`src/rtl/accum_calc_pkg.sv`:
```
package accum_calc_pkg;

    typedef enum logic [2:0] {
        ST_RESET = 3'd0,
        ST_WAIT  = 3'd1,
        ST_ADD   = 3'd2,
        ST_MUL   = 3'd3,
        ST_UNDO  = 3'd4
    } calc_state_e;

    typedef struct packed {
        logic clr;        // synchronous clear of all registers
        logic en_opnd;    // load operand register from din
        logic en_res;     // load result register
        logic en_hist;    // load history register from result
        logic alu_mul;    // 0: add, 1: multiply
        logic pick_hist;  // 0: result <- alu, 1: result <- history
    } calc_ctrl_t;

endpackage

```
`src/rtl/calc_alu.sv`:
```
module calc_alu #(
    parameter int W = 8
) (
    input  logic         sel_mul,
    input  logic [W-1:0] op_a,
    input  logic [W-1:0] op_b,
    output logic [W-1:0] y
);
    logic [W-1:0] sum_w;
    logic [W-1:0] prod_w;

    assign sum_w  = op_a + op_b;
    assign prod_w = op_a * op_b;   // low W bits of the product
    assign y      = sel_mul ? prod_w : sum_w;
endmodule

```
`src/rtl/calc_reg.sv`:
```
module calc_reg #(
    parameter int W = 8
) (
    input  logic         clk,
    input  logic         rst_n,
    input  logic         clr,
    input  logic         en,
    input  logic [W-1:0] d,
    output logic [W-1:0] q
);
    always_ff @(posedge clk or negedge rst_n) begin
        if (!rst_n)
            q <= '0;
        else if (clr)
            q <= '0;
        else if (en)
            q <= d;
    end
endmodule

```
`src/rtl/calc_ctrl.sv`:
```
module calc_ctrl
    import accum_calc_pkg::*;
(
    input  logic        clk,
    input  logic        rst_n,
    input  logic        cmd_add,
    input  logic        cmd_mul,
    input  logic        cmd_undo,
    output calc_state_e state_o,
    output calc_ctrl_t  ctrl_o
);
    calc_state_e state_q;
    calc_state_e state_d;

    // state register
    always_ff @(posedge clk or negedge rst_n) begin
        if (!rst_n)
            state_q <= ST_RESET;
        else
            state_q <= state_d;
    end

    // next state
    always_comb begin
        state_d = state_q;
        unique case (state_q)
            ST_RESET: state_d = ST_WAIT;
            ST_WAIT: begin
                if (cmd_add)
                    state_d = ST_ADD;
                else if (cmd_mul)
                    state_d = ST_MUL;
                else if (cmd_undo)
                    state_d = ST_UNDO;
            end
            ST_ADD:   state_d = ST_WAIT;
            ST_MUL:   state_d = ST_WAIT;
            ST_UNDO:  state_d = ST_WAIT;
            default:  state_d = ST_RESET;
        endcase
    end

    // outputs
    always_comb begin
        ctrl_o = '0;
        unique case (state_q)
            ST_RESET: ctrl_o.clr = 1'b1;
            ST_WAIT:  ctrl_o.en_opnd = cmd_add | cmd_mul;
            ST_ADD: begin
                ctrl_o.en_res  = 1'b1;
                ctrl_o.en_hist = 1'b1;
            end
            ST_MUL: begin
                ctrl_o.en_res  = 1'b1;
                ctrl_o.en_hist = 1'b1;
                ctrl_o.alu_mul = 1'b1;
            end
            ST_UNDO: begin
                ctrl_o.en_res    = 1'b1;
                ctrl_o.en_hist   = 1'b1;
                ctrl_o.pick_hist = 1'b1;
            end
            default: ctrl_o.clr = 1'b1;
        endcase
    end

    assign state_o = state_q;
endmodule

```
`src/rtl/calc_datapath.sv`:
```
module calc_datapath
    import accum_calc_pkg::*;
#(
    parameter int W = 8
) (
    input  logic         clk,
    input  logic         rst_n,
    input  calc_ctrl_t   ctrl,
    input  logic [W-1:0] din,
    output logic [W-1:0] opnd_q,
    output logic [W-1:0] res_q,
    output logic [W-1:0] hist_q
);
    logic [W-1:0] alu_y;
    logic [W-1:0] res_d;

    calc_reg #(.W(W)) u_opnd (
        .clk(clk), .rst_n(rst_n), .clr(ctrl.clr), .en(ctrl.en_opnd),
        .d(din), .q(opnd_q)
    );

    calc_alu #(.W(W)) u_alu (
        .sel_mul(ctrl.alu_mul), .op_a(res_q), .op_b(opnd_q), .y(alu_y)
    );

    assign res_d = ctrl.pick_hist ? hist_q : alu_y;

    calc_reg #(.W(W)) u_res (
        .clk(clk), .rst_n(rst_n), .clr(ctrl.clr), .en(ctrl.en_res),
        .d(res_d), .q(res_q)
    );

    calc_reg #(.W(W)) u_hist (
        .clk(clk), .rst_n(rst_n), .clr(ctrl.clr), .en(ctrl.en_hist),
        .d(res_q), .q(hist_q)
    );
endmodule

```
`src/rtl/accum_calc.sv`:
```
module accum_calc
    import accum_calc_pkg::*;
#(
    parameter int W = 8
) (
    input  logic         clk,
    input  logic         rst_n,
    input  logic         cmd_add,
    input  logic         cmd_mul,
    input  logic         cmd_undo,
    input  logic [W-1:0] din,
    output logic [W-1:0] result
);
    calc_state_e  fsm_state;
    calc_ctrl_t   ctrl;
    logic [W-1:0] opnd_q;
    logic [W-1:0] res_q;
    logic [W-1:0] hist_q;

    calc_ctrl u_ctrl (
        .clk(clk), .rst_n(rst_n),
        .cmd_add(cmd_add), .cmd_mul(cmd_mul), .cmd_undo(cmd_undo),
        .state_o(fsm_state), .ctrl_o(ctrl)
    );

    calc_datapath #(.W(W)) u_dp (
        .clk(clk), .rst_n(rst_n), .ctrl(ctrl), .din(din),
        .opnd_q(opnd_q), .res_q(res_q), .hist_q(hist_q)
    );

    assign result = res_q;
endmodule

```
`config.mk`:
```
export PLATFORM = sky130hd
export DESIGN_NAME = accum_calc
export DESIGN_NICKNAME = d
export VERILOG_FILES = /design/src/rtl/accum_calc_pkg.sv /design/src/rtl/calc_alu.sv /design/src/rtl/calc_reg.sv /design/src/rtl/calc_ctrl.sv /design/src/rtl/calc_datapath.sv /design/src/rtl/accum_calc.sv
export SDC_FILE = /design/constraint.sdc
export NUM_CORES = 1
export LEC_CHECK = 0
export ABC_AREA = 1
export BUFFER_PORTS_ARGS = -buffer_cell sky130_fd_sc_hd__buf_2
export CAP_MARGIN = 20
export CORE_ASPECT_RATIO = 1.2
export CORE_UTILIZATION = 40
export DETAILED_ROUTE_END_ITERATION = 8
export PLACE_DENSITY = 0.55
export SETUP_SLACK_MARGIN = 0.4
export SLEW_MARGIN = 15
export SYNTH_ARGS = -nofsm -noshare
export SYNTH_HDL_FRONTEND = slang
export SYNTH_HIERARCHICAL = 1
export SYNTH_SLANG_ARGS = --single-unit
```
`constraint.sdc`:
```
create_clock -name clk -period 6.52 [get_ports clk]
set_input_delay 0.326 -clock clk [delete_from_list [all_inputs] [get_ports clk]]
set_output_delay 0.326 -clock clk [all_outputs]
set_load 0.05 [all_outputs]
```
==> results of run 1 <==
==> registers in the layout, indices dropped and copies added (netlist names) <==
register        cells
u_ctrl/state_o      3
u_dp/u_hist/q       8
u_dp/u_opnd/q       8
u_dp/u_res/q        8
==> routing by layer <==
layer | share of wire | up-vias | global-route usage
met5 | 0 | - | 0
met3 | 0.020 | 5 | 0.0169
met1 | 0.47 | 1109 | 0.240
li1 | - | 1236 | -
met2 | 0.50 | 34 | 0.356
met4 | 0.0069 | 0 | 0.0645
==> how the worst max path moves through the flow <==
| stage | slack, ns | depth (start not counted) | startpoint | to |
|---|---|---|---|---|
| after floorplan | 2.15 | 26 | u_dp/u_res/q[1] | u_dp/u_res/q[7] |
| after global placement | 2.19 | 26 | u_dp/u_res/q[3] | u_dp/u_res/q[7] |
| after detailed placement | 2.10 | 26 | u_dp/u_res/q[3] | u_dp/u_res/q[7] |
| after CTS | 2.08 | 26 | u_dp/u_res/q[3] | u_dp/u_res/q[7] |
| after global routing | 1.71 | 26 | u_dp/u_res/q[3] | u_dp/u_res/q[7] |
| final | 2.10 | 26 | u_dp/u_res/q[3] | u_dp/u_res/q[7] |
==> layout by cell type, fill, tap and decap left out <==
cell type / instances
sky130_fd_sc_hd__nor2_2: 4
sky130_fd_sc_hd__o21ai_0: 8
sky130_fd_sc_hd__xnor2_1: 1
sky130_fd_sc_hd__ha_1: 23
sky130_fd_sc_hd__inv_2: 6
sky130_fd_sc_hd__nor2_1: 11
sky130_fd_sc_hd__dfrtp_1: 27
sky130_fd_sc_hd__nand2_2: 3
sky130_fd_sc_hd__fa_1: 13
sky130_fd_sc_hd__nor2_8: 3
sky130_fd_sc_hd__xor2_1: 2
sky130_fd_sc_hd__clkbuf_8: 3
sky130_fd_sc_hd__buf_4: 1
sky130_fd_sc_hd__a211oi_1: 1
sky130_fd_sc_hd__a21oi_1: 7
sky130_fd_sc_hd__nand4_1: 2
sky130_fd_sc_hd__nand3_1: 45
sky130_fd_sc_hd__clkinv_1: 1
sky130_fd_sc_hd__nand3_2: 1
sky130_fd_sc_hd__inv_1: 68
sky130_fd_sc_hd__buf_2: 20
sky130_fd_sc_hd__clkinv_2: 1
sky130_fd_sc_hd__o22ai_1: 1
sky130_fd_sc_hd__nand2_1: 161
==> cells by family (layout without fill, tap and decap cells) <==
kind of cell / after synthesis / in the layout / synth area share
compound gates: 17 / 17 / 0.0329
xor+xnor: 3 / 3 / 0.00973
simple gates: 230 / 230 / 0.369
fa+ha+maj: 36 / 36 / 0.203
flops: 27 / 27 / 0.250
buf+inv: 84 / 100 / 0.135
==> worst max-delay path, stage by stage, from the launching register on <==
cell and delay [ns]:
sky130_fd_sc_hd__dfrtp_1 0.59, sky130_fd_sc_hd__ha_1 0.26, sky130_fd_sc_hd__inv_1 0.09, sky130_fd_sc_hd__fa_1 0.54
sky130_fd_sc_hd__inv_1 0.04, sky130_fd_sc_hd__ha_1 0.31, sky130_fd_sc_hd__fa_1 0.54, sky130_fd_sc_hd__inv_1 0.05
sky130_fd_sc_hd__fa_1 0.52, sky130_fd_sc_hd__inv_1 0.04, sky130_fd_sc_hd__ha_1 0.32, sky130_fd_sc_hd__a21oi_1 0.17
sky130_fd_sc_hd__nand2_1 0.07, sky130_fd_sc_hd__nand2_1 0.06, sky130_fd_sc_hd__nand2_1 0.06, sky130_fd_sc_hd__inv_1 0.05
sky130_fd_sc_hd__nand2_1 0.05, sky130_fd_sc_hd__nand2_2 0.06, sky130_fd_sc_hd__inv_2 0.03, sky130_fd_sc_hd__nand2_1 0.04
sky130_fd_sc_hd__nand2_1 0.06, sky130_fd_sc_hd__nand2_1 0.06, sky130_fd_sc_hd__nand2_1 0.04, sky130_fd_sc_hd__nand2_1 0.07
sky130_fd_sc_hd__nand2_1 0.05, sky130_fd_sc_hd__nand3_1 0.07, sky130_fd_sc_hd__nand2_1 0.07
==> through the flow <==
step                utilization  hold slack, ns  worst slack (ns)
floorplan                     -          0.0304              2.15
global route              0.444          0.0959              1.71
global placement          0.437           0.380              2.19
CTS                       0.444          0.0761              2.08
finish                    0.444          0.0508              2.10
detailed placement        0.437           0.386              2.10
==> power breakdown <==
part / switching (mW) / total [mW] / internal (mW)
Combinational: 0.446 / 0.640 / 0.194
Sequential: 0.110 / 0.328 / 0.218
Clock: 0.0545 / 0.0974 / 0.0429
==> final cells by class <==
class	instances	area, um^2
clock inverter	1	5.00
multi-input combinational	286	1660
inverter	75	282
sequential	27	676
timing repair buffer	21	108
fill	719	3610
tap	85	106
clock buffer	3	41.3
==> tab_implementation.tex, run 1 <==
\begin{tabular}{lr}
\hline
Metric & Value \\
\hline
\multicolumn{2}{l}{\textbf{Route}} \\
Routed WL & 6.11 mm \\
DRC violations left & 0 \\
Vias after detailed routing & 2384 \\
Avg Vias per Cell & 4.79 \\
Number of DRC markers after the initial detailed-route iteration & 77 \\
Antenna-violating nets left & 0 \\
Detailed-routing iteration count for the pre-antenna-repair pass & 4 \\
Post-DR wirelength/cell & 12.3 um \\
\multicolumn{2}{l}{\textbf{Global route}} \\
Antenna violations before repair & 0 \\
Wire length of the first global-routing pass & 11.0 mm \\
Vias in the first global route & 2395 \\
Largest net degree at the start of global routing & 28 \\
Grt total ovfl & 0 \\
Global Route Usage Sum & 0.195 \\
\multicolumn{2}{l}{\textbf{Floorplanning}} \\
Effective utilization at floorplan & 0.416 \\
Die outline area & 7090 um\^{}2 \\
Area of the core & 6490 um\^{}2 \\
Placement row count & 32 \\
Vert. Die Dim & 92.0 um \\
I/O pin count & 21 \\
Width of the die & 77.0 um \\
\multicolumn{2}{l}{\textbf{Critical path}} \\
Highest net fanout along the worst path & 9 \\
R2R depth & 26 \\
Critical Path Source Type & register \\
Reg2Reg Launch Point & u\_dp/u\_res/q[3] \\
Setup slack of the most critical reg-to-reg path & 2.10 ns \\
CP endpoint kind & register \\
CP arrival & 4.59 ns \\
Data required time of the critical path & 6.69 ns \\
Class of the most critical setup path & reg -> reg \\
Critical register-to-register path endpoint & u\_dp/u\_res/q[7] \\
\multicolumn{2}{l}{\textbf{Synth}} \\
Primary FF master, synth & sky130\_fd\_sc\_hd\_\_dfrtp\_1 \\
Leading cell types by count after synthesis & sky130\_fd\_sc\_hd\_\_nand2\_1, sky130\_fd\_sc\_hd\_\_inv\_1, sky130\_fd\_sc\_hd\_\_nand3\_1 \\
Number of enable flip-flop cells after synthesis & 0 \\
Seq/Total Area, Yosys & 0.250 \\
Post-synthesis cell type with the largest combined area & sky130\_fd\_sc\_hd\_\_dfrtp\_1 \\
Synth warn & 6 \\
Syn Nets & 446 \\
Most used standard cell by instance count after synthesis & sky130\_fd\_sc\_hd\_\_nand2\_1 \\
Count of unique library cells instantiated by Yosys & 23 \\
Combined area of all synthesized cells & 2700 um\^{}2 \\
Average instance area after synthesis & 6.80 um\^{}2 \\
Cell types with the largest area share after synthesis & sky130\_fd\_sc\_hd\_\_dfrtp\_1, sky130\_fd\_sc\_hd\_\_nand2\_1, sky130\_fd\_sc\_hd\_\_ha\_1, sky130\_fd\_sc\_hd\_\_fa\_1, sky130\_fd\_sc\_hd\_\_inv\_1 \\
Post-synth top area share & 0.250 \\
Cells after Synth & 397 \\
Proportion of register bits with asynchronous set or reset after synthesis & 1.00 \\
Flop and latch count out of synthesis & 27 \\
\multicolumn{2}{l}{\textbf{Timing}} \\
Final setup fails & 0 \\
Time the final worst path needs with I/O delays and setup & 4.42 ns \\
Setup TNS & 0 ns \\
Actual transition at the worst max-transition pin & 0.933 ns \\
Slew HR & 0.377 \\
Maximum clock frequency & 226 MHz \\
Largest clock skew in the final design & 0.00539 ns \\
Number of max-slew violations in the final report & 0 \\
Final Hold Vio Count & 0 \\
Unrepaired setup endpoints after global routing & false \\
Share of the clock period used by the worst path & 0.678 \\
\multicolumn{2}{l}{\textbf{Cells and area}} \\
Layout cells sized above 1 & 0.102 \\
Post-route cell area & 2880 um\^{}2 \\
Area grow syn2layout & 6.53\% \\
Layout Cells excl Fill & 498 \\
Count of antenna diodes in the layout & 0 \\
Fin nets & 463 \\
\multicolumn{2}{l}{\textbf{Clocking}} \\
Total of cells resized after clock tree synthesis & 0 \\
CTS buffer count & 3 \\
CTS tree & yes \\
Clock latency on the worst-skew pair & 0.28 ns \\
Root buf cell & sky130\_fd\_sc\_hd\_\_clkbuf\_8 \\
Hold bufs inserted after CTS & 0 \\
Clock transition time at the flip-flop clock pins of the worst setup and hold paths & 0.10 ns \\
Sink count of the clock tree & 27 \\
Setup repair bufs after CTS & 0 \\
Number of H-tree branching levels & 1 \\
Clock Path Buffers & 2 \\
\multicolumn{2}{l}{\textbf{Status}} \\
Result of the run & finished clean \\
\multicolumn{2}{l}{\textbf{Power}} \\
Total Power & 1.07 mW \\
Max rail drop VDD & 0.283 mV \\
Power density cells & 370 nW/um\^{}2 \\
Leakage dissipation & 1.83 nW \\
\multicolumn{2}{l}{\textbf{Place}} \\
Hpwl dp & 4.77 mm \\
Total placed cells including tap cells & 494 \\
Count of input and output buffers & 20 \\
Placer Congestion & 0.846 \\
Area after detailed placement & 2830 um\^{}2 \\
\multicolumn{2}{l}{\textbf{Job}} \\
Max capacitance violation total & 0 \\
\multicolumn{2}{l}{\textbf{Worst hold path}} \\
Hold crit path type & in -> async \\
\hline
\end{tabular}
No activity file was read; power rests on OpenSTA's default activity.
==> run 2, diff against run 1 <==
--- a/config.mk
+++ b/config.mk
@@ -11,7 +11,7 @@
 export CORE_ASPECT_RATIO = 1.2
 export CORE_UTILIZATION = 40
 export DETAILED_ROUTE_END_ITERATION = 8
-export PLACE_DENSITY = 0.55
+export PLACE_DENSITY = 0.57
 export SETUP_SLACK_MARGIN = 0.4
 export SLEW_MARGIN = 15
 export SYNTH_ARGS = -nofsm -noshare
==> constraint.sdc (replaced) <==
create_clock -name clk -period 3.9 [get_ports clk]
set_input_delay 0.195 -clock clk [delete_from_list [all_inputs] [get_ports clk]]
set_output_delay 0.195 -clock clk [all_outputs]
set_load 0.05 [all_outputs]
==> run 2 against run 1 <==
- register-to-register slack got worse by 2.1 ns
- clock skew is 0.0036 ns higher
- sequential share of layout area down 1.5 points
- first-iteration DRC count decreased by 13%
- worst setup slack lost 2.1 ns
- flip-flop and latch count stayed put
- critical endpoint unchanged
- largest cell class unchanged
- highest routed layer unchanged
==> tab_implementation.tex, run 2 (synthesis gave the netlist of run 1 again) <==
\begin{tabular}{lr}
\hline
Metric & Value \\
\hline
\multicolumn{2}{l}{\textbf{Clocking}} \\
CTS buffer count & 3 (unchanged) \\
Number of H-tree branching levels & 1 (unchanged) \\
Clock Path Buffers & 2 (unchanged) \\
Sink count of the clock tree & 27 (unchanged) \\
Root buf cell & sky130\_fd\_sc\_hd\_\_clkbuf\_8 \\
CTS tree & yes \\
Clock transition time at the flip-flop clock pins of the worst setup and hold paths & 0.10 ns (about the same) \\
Clock latency on the worst-skew pair & 0.28 ns (about the same) \\
\multicolumn{2}{l}{\textbf{Critical path}} \\
Data required time of the critical path & 4.12 ns (-2.57 ns) \\
Class of the most critical setup path & reg -> reg \\
Reg2Reg Launch Point & u\_dp/u\_res/q[3] \\
Critical Path Most Common Cell & sky130\_fd\_sc\_hd\_\_nand2\_1 \\
Largest stage delay on the critical path & 0.54 ns (-0.05 ns) \\
CP arrival & 4.11 ns (-0.48 ns) \\
Critical Path Source Type & register \\
Critical register-to-register path endpoint & u\_dp/u\_res/q[7] \\
CP endpoint kind & register \\
Highest net fanout along the worst path & 4 (-5) \\
CP Depth & 26 (unchanged) \\
R2R depth & 26 (unchanged) \\
WP buf/inv & 6 (unchanged) \\
Setup slack of the most critical reg-to-reg path & 0.02 ns (-2.08 ns) \\
Dominant delay contributor by cell family on the critical path & adder cells \\
Slowest cell on crit path & sky130\_fd\_sc\_hd\_\_fa\_1 \\
\multicolumn{2}{l}{\textbf{Job}} \\
Max capacitance violation total & 0 (unchanged) \\
\multicolumn{2}{l}{\textbf{Route}} \\
Routed WL & 6.30 mm (+3.1\%) \\
Vias after detailed routing & 2401 (+0.71\%) \\
Avg Vias per Cell & 4.66 (-2.6\%) \\
Antenna-violating nets left & 0 (unchanged) \\
DRC violations left & 0 (unchanged) \\
Number of DRC markers after the initial detailed-route iteration & 67 (-13\%) \\
Detailed-routing iteration count for the pre-antenna-repair pass & 4 (unchanged) \\
Post-DR wirelength/cell & 12.2 um (-0.32\%) \\
\multicolumn{2}{l}{\textbf{Timing}} \\
Maximum clock frequency & 257 MHz (+14\%) \\
Largest clock skew in the final design & 0.00900 ns (+0.00361 ns) \\
Final setup fails & 0 (unchanged) \\
Unrepaired setup endpoints after global routing & true \\
Setup TNS & 0 ns (unchanged) \\
Share of the clock period used by the worst path & 0.996 (+0.318) \\
Actual transition at the worst max-transition pin & 0.903 ns (-0.0297 ns) \\
Final Hold Vio Count & 0 (unchanged) \\
Number of max-slew violations in the final report & 0 (unchanged) \\
Time the final worst path needs with I/O delays and setup & 3.88 ns (-0.536 ns) \\
Slew HR & 0.397 (+0.0198) \\
Final Worst Setup Slack & 0.0161 ns (-2.08 ns) \\
\multicolumn{2}{l}{\textbf{Global route}} \\
Routing usage on met2 & 0.365 (+0.00818) \\
Grt total ovfl & 0 (unchanged) \\
Global Route met3 Usage & 0.0119 (-0.00498) \\
Wire length of the first global-routing pass & 10.8 mm (-1.8\%) \\
Global Route Usage Sum & 0.194 (-0.00187) \\
Largest net degree at the start of global routing & 28 (unchanged) \\
Vias in the first global route & 2342 (-2.2\%) \\
Grt peak-use layer & met2 \\
Antenna violations before repair & 0 (unchanged) \\
GRT met1 Usage & 0.240 (-0.000350) \\
\multicolumn{2}{l}{\textbf{Power}} \\
Part of the power in combinational logic & 0.663 (+0.062) \\
Sw Ratio & 0.544 (-0.0294) \\
Leakage dissipation & 1.90 nW (+3.5\%) \\
Max rail drop VDD & 0.537 mV (+90\%) \\
Power density cells & 623 nW/um\^{}2 (+68\%) \\
Cell Int Power & 0.891 mW (+96\%) \\
NetSw & 1.06 mW (+74\%) \\
Clk pwr share & 0.086 (-0.005) \\
Reg power frac & 0.252 (-0.056) \\
\multicolumn{2}{l}{\textbf{Worst hold path}} \\
Hold Path End & u\_ctrl/state\_o[2] \\
Hold crit path type & in -> reg \\
Start point of the worst min-delay path & cmd\_undo \\
Hold Path Stages & 3 \\
\multicolumn{2}{l}{\textbf{Place}} \\
Placer Congestion & 0.883 (+4.4\%) \\
DP Worst Slack & -0.0797 ns (-2.18 ns) \\
Count of input and output buffers & 20 (unchanged) \\
Total placed cells including tap cells & 505 (+2.2\%) \\
Hpwl dp & 5.11 mm (+7.0\%) \\
\multicolumn{2}{l}{\textbf{Cells and area}} \\
Fin nets & 480 (+3.7\%) \\
Layout Cells excl Fill & 515 (+3.4\%) \\
Most common cell after layout, fill and taps aside & sky130\_fd\_sc\_hd\_\_nand2\_1 \\
Layout cells sized above 1 & 0.195 (+0.0937) \\
Count of antenna diodes in the layout & 0 (unchanged) \\
Area grow syn2layout & 16.0\% \\
Most frequent cells in the layout & sky130\_fd\_sc\_hd\_\_nand2\_1, sky130\_fd\_sc\_hd\_\_inv\_1, sky130\_fd\_sc\_hd\_\_nand3\_1 \\
Leading registers by flop count & u\_dp/u\_hist/q (8), u\_dp/u\_opnd/q (8), u\_dp/u\_res/q (8) \\
\multicolumn{2}{l}{\textbf{Floorplanning}} \\
Area of the core & 6490 um\^{}2 (unchanged) \\
I/O pin count & 21 (unchanged) \\
Width of the die & 77.0 um (unchanged) \\
Vert. Die Dim & 92.0 um (unchanged) \\
Placement row count & 32 (unchanged) \\
Die outline area & 7090 um\^{}2 (unchanged) \\
Effective utilization at floorplan & 0.416 (unchanged) \\
\multicolumn{2}{l}{\textbf{Status}} \\
Result of the run & finished clean \\
\hline
\end{tabular}
[run 2: cell types whose count changed in the layout (fill, tap and decap cells not counted), sizes merged]
cell,delta
buf,+16
clkinv,-1
clkinvlp,+1
dlygate4sd3,+1
[run 2: power groups by stage]
stage | combinational [mW] | clock (mW) | sequential (mW)
final | 1.29 | 0.168 | 0.491
after global routing | 1.44 | 0.181 | 0.506
after CTS | 1.29 | 0.175 | 0.494
after detailed placement | 1.24 | 0 | 0.501
after global placement | 1.23 | 0 | 0.499
after floorplan | 0.829 | 0 | 0.622
[run 2: worst max-delay path by stage]
stage	start	end	slack [ns]
after detailed placement	u_dp/u_opnd/q[2]	u_dp/u_res/q[7]	-0.08
after floorplan	u_dp/u_res/q[1]	u_dp/u_res/q[7]	0.09
final	u_dp/u_res/q[3]	u_dp/u_res/q[7]	0.02
after CTS	u_dp/u_res/q[3]	u_dp/u_res/q[7]	-0.01
after global routing	u_dp/u_res/q[3]	u_dp/u_res/q[7]	-0.24
after global placement	u_dp/u_opnd/q[2]	u_dp/u_res/q[7]	0.02
[run 2: metrics by stage]
step	utilization	power, mW	area, um^2	hold WS (ns)
5_1_grt	0.483	2.13	3130	0.149
4_1_cts	0.480	1.95	3110	0.133
2_1_floorplan	-	1.45	2800	-0.101
3_5_place_dp	0.463	1.74	3000	0.256
3_3_place_gp	0.463	1.73	3000	0.255
6_report	0.483	1.95	3130	0.136
[run 2: repair_timing]
item	CTS	global route
buffers inserted	5	0
gates resized for setup	10	5
hold endpoints to repair	27	0
hold buffers	1	0
pin swaps	12	6
endpoints found under the setup margin	3	3
[run 2: worst reg2reg max path, cell delays in order, from the launching register on]
cell	delay (ns)
sky130_fd_sc_hd__dfrtp_4	0.52
sky130_fd_sc_hd__ha_4	0.18
sky130_fd_sc_hd__inv_2	0.06
sky130_fd_sc_hd__fa_1	0.41
sky130_fd_sc_hd__inv_2	0.08
sky130_fd_sc_hd__ha_4	0.20
sky130_fd_sc_hd__fa_1	0.54
sky130_fd_sc_hd__inv_1	0.05
sky130_fd_sc_hd__fa_1	0.49
sky130_fd_sc_hd__inv_2	0.05
sky130_fd_sc_hd__ha_4	0.29
sky130_fd_sc_hd__nand3_2	0.07
sky130_fd_sc_hd__nand2_1	0.06
sky130_fd_sc_hd__nand2_1	0.04
sky130_fd_sc_hd__nand2_1	0.07
sky130_fd_sc_hd__inv_1	0.04
sky130_fd_sc_hd__nand2_1	0.06
sky130_fd_sc_hd__nand2_2	0.06
sky130_fd_sc_hd__inv_2	0.04
sky130_fd_sc_hd__nand2_1	0.04
sky130_fd_sc_hd__nand2_1	0.09
sky130_fd_sc_hd__nand2_1	0.05
sky130_fd_sc_hd__nand2_1	0.08
sky130_fd_sc_hd__nand2_1	0.05
sky130_fd_sc_hd__nand2_1	0.05
sky130_fd_sc_hd__nand3_1	0.07
sky130_fd_sc_hd__nand2_1	0.10
[run 2: area by class of cell]
cell class              count  area, um^2
fillers                   698        3350
multi-input cells         286        1760
flip-flops and latches     27         689
inverters                  75         284
repair buffers             38         241
well taps                  85         106
clock buffers               3        41.3
clock inverters             1        7.51
[run 2: routing by layer]
layer | wire length (um) | vias up
li1 | - | 1272
met1 | 2870 | 1107
met2 | 3280 | 20
met3 | 107 | 2
met4 | 38 | 0
met5 | 0 | -
